**config.mk**
```make
export PLATFORM = sky130hd
export DESIGN_NAME = ep_energy_pulser
export DESIGN_NICKNAME = d
export VERILOG_FILES = /design/src/rtl/ep_pkg.sv /design/src/rtl/ep_thr_reg.sv /design/src/rtl/ep_chan.sv /design/src/rtl/ep_energy_pulser.sv
export SDC_FILE = /design/constraint.sdc
export NUM_CORES = 1
export LEC_CHECK = 0
export ABC_CLOCK_PERIOD_IN_PS = 3880
export BUFFER_PORTS_ARGS = -buffer_cell sky130_fd_sc_hd__buf_2
export CELL_PAD_IN_SITES_DETAIL_PLACEMENT = 1
export CELL_PAD_IN_SITES_GLOBAL_PLACEMENT = 2
export CORE_UTILIZATION = 34
export DETAILED_ROUTE_END_ITERATION = 10
export GPL_ROUTABILITY_DRIVEN = 1
export MAX_ROUTING_LAYER = met4
export PLACE_DENSITY = 0.81
export SLEW_MARGIN = 30
export SYNTH_ARGS = -nofsm -noshare
export SYNTH_HDL_FRONTEND = slang
export SYNTH_SLANG_ARGS = --single-unit
```
**constraint.sdc**
```tcl
create_clock -name clk -period 3.88 [get_ports clk]
set_input_delay 0.388 -clock clk [delete_from_list [all_inputs] [get_ports clk]]
set_output_delay 0.388 -clock clk [all_outputs]
set_load 0.02 [all_outputs]
```
**src/rtl/ep_pkg.sv**
```systemverilog
package ep_pkg;

    // Per-channel sequencing states
    typedef enum logic [1:0] {
        CH_IDLE = 2'd0,
        CH_ADD  = 2'd1,
        CH_TEST = 2'd2
    } ch_state_t;

    // Channel indices
    localparam int CH_ACT = 0;
    localparam int CH_REA = 1;
    localparam int N_CH   = 2;

endpackage

```
**src/rtl/ep_thr_reg.sv**
```systemverilog
module ep_thr_reg #(
    parameter int          T_W         = 24,
    parameter logic [T_W-1:0] THR_DEFAULT = T_W'(1000000)
) (
    input  logic           clk,
    input  logic           rst_n,
    input  logic           we,
    input  logic [T_W-1:0] wdata,
    output logic [T_W-1:0] thr
);

    always_ff @(posedge clk) begin
        if (!rst_n) begin
            thr <= THR_DEFAULT;
        end else if (we) begin
            thr <= wdata;
        end
    end

endmodule

```
**src/rtl/ep_chan.sv**
```systemverilog
module ep_chan
    import ep_pkg::*;
#(
    parameter int P_W    = 24,
    parameter int T_W    = 24,
    parameter int HALF_W = 24
) (
    input  logic           clk,
    input  logic           rst_n,
    input  logic           stb,
    input  logic [P_W-1:0] pwr,
    input  logic [T_W-1:0] thr,
    output logic           pulse_pos,
    output logic           pulse_neg
);

    localparam int ACC_W = 2 * HALF_W;

    ch_state_t state, state_nx;

    logic [HALF_W-1:0] acc_hi, acc_lo;
    logic [P_W-1:0]    pwr_q;
    logic [T_W-1:0]    thr_q;

    logic signed [ACC_W-1:0] acc_s;
    logic signed [ACC_W-1:0] pwr_ext;
    logic signed [ACC_W-1:0] thr_ext;
    logic signed [ACC_W-1:0] sum_add;
    logic signed [ACC_W-1:0] sum_dec;
    logic signed [ACC_W-1:0] sum_inc;
    logic                    pwr_gt0, pwr_lt0;
    logic                    cross_pos, cross_neg;

    // Datapath views of the split accumulator
    always_comb begin
        acc_s     = $signed({acc_hi, acc_lo});
        pwr_ext   = $signed({{(ACC_W-P_W){pwr_q[P_W-1]}}, pwr_q});
        thr_ext   = $signed({{(ACC_W-T_W){1'b0}}, thr_q});
        sum_add   = acc_s + pwr_ext;
        sum_dec   = acc_s - thr_ext;
        sum_inc   = acc_s + thr_ext;
        pwr_lt0   = pwr_q[P_W-1];
        pwr_gt0   = !pwr_q[P_W-1] && (pwr_q != '0);
        cross_pos = pwr_gt0 && (acc_s > thr_ext);
        cross_neg = pwr_lt0 && (acc_s < -thr_ext);
    end

    // Next-state logic
    always_comb begin
        state_nx = state;
        unique case (state)
            CH_IDLE: if (stb) state_nx = CH_ADD;
            CH_ADD:  state_nx = CH_TEST;
            CH_TEST: state_nx = CH_IDLE;
            default: state_nx = CH_IDLE;
        endcase
    end

    // State register
    always_ff @(posedge clk) begin
        if (!rst_n) begin
            state <= CH_IDLE;
        end else begin
            state <= state_nx;
        end
    end

    // Outputs and datapath registers
    always_ff @(posedge clk) begin
        if (!rst_n) begin
            acc_hi    <= '0;
            acc_lo    <= '0;
            pwr_q     <= '0;
            thr_q     <= '0;
            pulse_pos <= 1'b0;
            pulse_neg <= 1'b0;
        end else begin
            pulse_pos <= 1'b0;
            pulse_neg <= 1'b0;
            unique case (state)
                CH_IDLE: begin
                    if (stb) begin
                        pwr_q <= pwr;
                        thr_q <= thr;
                    end
                end
                CH_ADD: begin
                    {acc_hi, acc_lo} <= sum_add;
                end
                CH_TEST: begin
                    if (cross_pos) begin
                        {acc_hi, acc_lo} <= sum_dec;
                        pulse_pos        <= 1'b1;
                    end else if (cross_neg) begin
                        {acc_hi, acc_lo} <= sum_inc;
                        pulse_neg        <= 1'b1;
                    end
                end
                default: ;
            endcase
        end
    end

endmodule

```
**src/rtl/ep_energy_pulser.sv**
```systemverilog
module ep_energy_pulser
    import ep_pkg::*;
#(
    parameter int             P_W         = 24,
    parameter int             T_W         = 24,
    parameter int             HALF_W      = 24,
    parameter logic [T_W-1:0] THR_DEFAULT = T_W'(1000000)
) (
    input  logic           clk,
    input  logic           rst_n,
    input  logic           smp_stb,
    input  logic [P_W-1:0] p_act,
    input  logic [P_W-1:0] p_react,
    input  logic           thr_we,
    input  logic [T_W-1:0] thr_wdata,
    output logic           act_fwd,
    output logic           act_rev,
    output logic           rea_lag,
    output logic           rea_lead
);

    logic [T_W-1:0] thr_q;
    logic [P_W-1:0] pwr_in [N_CH];
    logic [N_CH-1:0] pos_o, neg_o;

    assign pwr_in[CH_ACT] = p_act;
    assign pwr_in[CH_REA] = p_react;

    ep_thr_reg #(
        .T_W        (T_W),
        .THR_DEFAULT(THR_DEFAULT)
    ) u_thr (
        .clk  (clk),
        .rst_n(rst_n),
        .we   (thr_we),
        .wdata(thr_wdata),
        .thr  (thr_q)
    );

    for (genvar c = 0; c < N_CH; c++) begin : g_ch
        ep_chan #(
            .P_W   (P_W),
            .T_W   (T_W),
            .HALF_W(HALF_W)
        ) u_ch (
            .clk      (clk),
            .rst_n    (rst_n),
            .stb      (smp_stb),
            .pwr      (pwr_in[c]),
            .thr      (thr_q),
            .pulse_pos(pos_o[c]),
            .pulse_neg(neg_o[c])
        );
    end

    assign act_fwd  = pos_o[CH_ACT];
    assign act_rev  = neg_o[CH_ACT];
    assign rea_lag  = pos_o[CH_REA];
    assign rea_lead = neg_o[CH_REA];

endmodule

```
==> summary.md <==
| Metric | Value |
|---|---|
| P_sw | around 10 mW |
| Global-route wire length before repair | 148000 um |
| Peak supply drop | 0.381 mV |
| Worst endpoint required time | 4410 ps |
| RSZ-0062 raised after global routing | true |
| Tcrit/Tclk final | 104% |
| ANT cells | 0 |
| Site Rows | 97 |
| Worst-skew pair later-pin latency | 610 ps |
| Netlist Area Pre-Place | 24200 um^2 |
| Most common cell after layout, fill and taps aside | nand2_1 |
| Fmax | 248 MHz |
| Placed cell area | 28100 um^2 |
| Most frequent cells in the layout | 405 x nand2_1, 375 x buf_4, 343 x a21oi_1 |
| CP Class | flip-flop to flip-flop |
| Routed wl met3 | 3520 um |
| P_int | 10.8 mW |
| Vias in the first global route | 27038 |
| Net Count, Synth | between 3000 and 4000 |
| CP Data Arrival Time | 4560 ps |
| Die area | a little over 70000 um^2 |
| Inserted Clock Buffers | 31 |
| Setup crit end kind | flip-flop |
| Synth Register Bits | 224 |
| Port Buffer Count | 79 |
| Hold Path Class | input pin to flip-flop |
| Synth Area in Compound Gates | approximately 28% |
| Yosys top cell by area | dfxtp_1 |
| Fraction of layout cells with a size suffix above 1 | 21.8% |
| Initial core utilization | 34.5% |
| Outcome | complete, but fails checks |
| Layout area overhead | 29.9% |
| Adder-cell share of the synthesized area | 15.7% |
| Simple-gate portion of the synthesized area | 24.1% |
| Die Wd | about 270 um |
| Top Ports | 80 |
| CTS Buffer Depth | 3 |
| Post-synthesis sequential area ratio | between 10% and 20% |
| Slew @ Worst Pin | 954 ps |
| Gpl congestion | 0.968 |
| Sequential Power Share | 15.0% |
| Root Buffer | clkbuf_16 |
| Syn Area/Cell | 7.23 um^2 |
| Clk sink count | 224 |
| Post-synth EDFFs | 0 |
| Final Hold Fails | 0 |
| Reg clk slew, reported paths | 60 ps |
| Worst Skew | 21.7 ps |
| Largest net degree at the start of global routing | 77 |
| DRT Pass-1 Iters | 5 |
| GR Overflow Total | 0 |
| CTS H-tree depth | 1 |
| Placement Setup Slack | -324 ps |
| Sw frac | between 40% and 50% |
| Max-slew violation count | 0 |
| Antenna Nets Post-Route | 0 |
| Setup violators final | 45 |
| CP Max Fanout | 7 |
| Minimum clock period | 4030 ps |
| Headroom to the max-slew limit | 36.4% |
| Via density | around 5.7 |
| Synth top area share | between 10% and 20% |
| Synth area leaders | dfxtp_1 19%, ha_1 15%, a21oi_1 7.7%, nand2_1 6.5%, xnor2_1 4.4% |
| Fraction of synthesis flops using an asynchronous set or reset pin | 0% |
| Post-Route WL | 95800 um |
| Nets | 4107 |
| Vias after detailed routing | 26742 |
| Library cells used by synthesis | 84 |
| CP Launch Type | flip-flop |
| Top sig layer | met4 |
| Leak | approximately 14 nW |
| Met2 WL post-DR | 44900 um |
| Clk pwr share | 15.0% |
| Synth Flop Type | dfxtp_1 |
| Largest family of logic cells by synthesized area | compound AO/OA/AOI/OAI gates |
| Post-route cell area | 31400 um^2 |
| Worst reg2reg path depth | 21 |
| DP HPWL | 71700 um |
| WL met1 | 44900 um |
| Final worst setup slack | -149 ps |
| Hold Crit Depth | 3 |
| Pwr Density | about 660 nW/um^2 |
| Drt initial violations | around 1500 |
| Violated checks | setup timing |
| Combinational fraction of design power | a little over two thirds |
| Initial antenna violation count | 1 |
| CTS tree | yes |
| Die H | 269 um |
| Mux contribution to synthesized area | 2.82% |
| Max-cap violations | 0 |
| Core area | 70100 um^2 |
| DR WL/cell | 20.4 um |
| Synthesized instance count | 3347 |
| Overall Global Routing Usage | 26.2% |
| XOR/XNOR share of the synthesized area | 5.58% |
| # DRC | 0 |
| Yosys warning count | 0 |
path summary, 6_finish.rpt:
kind                         startpoint                 endpoint  slack (ps)
setup / recovery  g_ch[0].u_ch.thr_q[5]  g_ch[0].u_ch.acc_hi[11]        -150
hold / removal             thr_wdata[5]             u_thr.thr[5]          30
setup reg to reg  g_ch[0].u_ch.thr_q[5]  g_ch[0].u_ch.acc_hi[11]        -150
hold reg to reg           u_thr.thr[15]   g_ch[1].u_ch.thr_q[15]         470
worst max-delay path: stages, from the launching register on:
cell and delay (ps):
dfxtp_2 340, inv_2 60, nand4_1 170, nor4_4 240, buf_4 160, nand3_2 70, buf_6 160, or2_4 310
buf_6 150, nor2_2 80, ha_1 260, a21oi_2 130, o21ai_1 90, a221oi_1 260, o211ai_1 150, nand2_1 130
nand3_4 100, o21a_4 230, buf_12 140, or3_1 300, mux2_2 270, a31oi_1 150
layer usage:
metal / track usage (%) / vias up
li1: - / 13114
met1: 34.4 / 12984
met2: 43.5 / 516
met3: 2.26 / 128
met4: 5.61 / 0
met5: - / -
repair_timing:
item	4_1_cts	5_1_grt
buffers inserted	14	40
pin swaps	48	50
gates cloned	4	5
setup endpoints to repair	95	96
gates resized for setup	118	253
hold endpoints to repair	22	0
hold buffers	22	0
synthesized netlist by cell type, types with 71 or more instances:
cell type and count:
inv_1 143, nand2_1 416, nand4_1 71, nor2_1 252, nor3_1 98, dfxtp_1 224, ha_1 294, clkbuf_1 171
nand3_1 79, a21o_1 95, xnor2_1 121, a21oi_1 370, o21ai_0 185
registers in the layout, indices dropped and copies added, names as in the netlist:
register / flops
g_ch.u_ch.state: 4
g_ch.u_ch.pulse_neg: 2
g_ch.u_ch.thr_q: 48
u_thr.thr: 24
g_ch.u_ch.pwr_q: 48
g_ch.u_ch.acc_lo: 48
g_ch.u_ch.acc_hi: 48
g_ch.u_ch.pulse_pos: 2
cells by family after synthesis:
family / Yosys count
and+or+nand+nor: 1208
AOI/OAI and AO/OA: 1059
buffers and inverters: 335
adders and majority gates: 300
DFF: 224
xor gates and xnor gates: 154
muxes: 67
final cells by class:
cell class / instances / area, um^2
tap: 940 / 1180
inverter: 146 / 554
sequential: 224 / 4500
timing repair buffer: 539 / 4380
clock inverter: 17 / 260
clock buffer: 40 / 840
fill: 8725 / 38700
multi-input combinational: 2789 / 19700
power by group through the flow:
stage	sequential (mW)	clock (mW)	combinational (mW)
after floorplan	3.06	0	8.14
after global placement	3.12	0	12.6
after detailed placement	3.13	0	12.8
after CTS	3.09	3.19	13.3
after global routing	3.16	3.27	15.8
final	3.11	3.13	14.6
metrics by stage:
step | hold slack, ps | TNS (ps) | cells | power (mW) | util (%)
finish | 27.4 | -2790 | 4695 | 20.8 | 44.8
global route | 27.7 | -19070 | 4695 | 22.2 | 44.8
CTS | 2.24 | -1580 | 4654 | 19.6 | 42.7
detailed placement | 470 | -13930 | 4557 | 15.9 | 40.0
global placement | 458 | -5040 | 4557 | 15.7 | 40.0
floorplan | 444 | 0 | 3347 | 11.2 | -
Note: power is estimated with default switching activity, not from simulation.
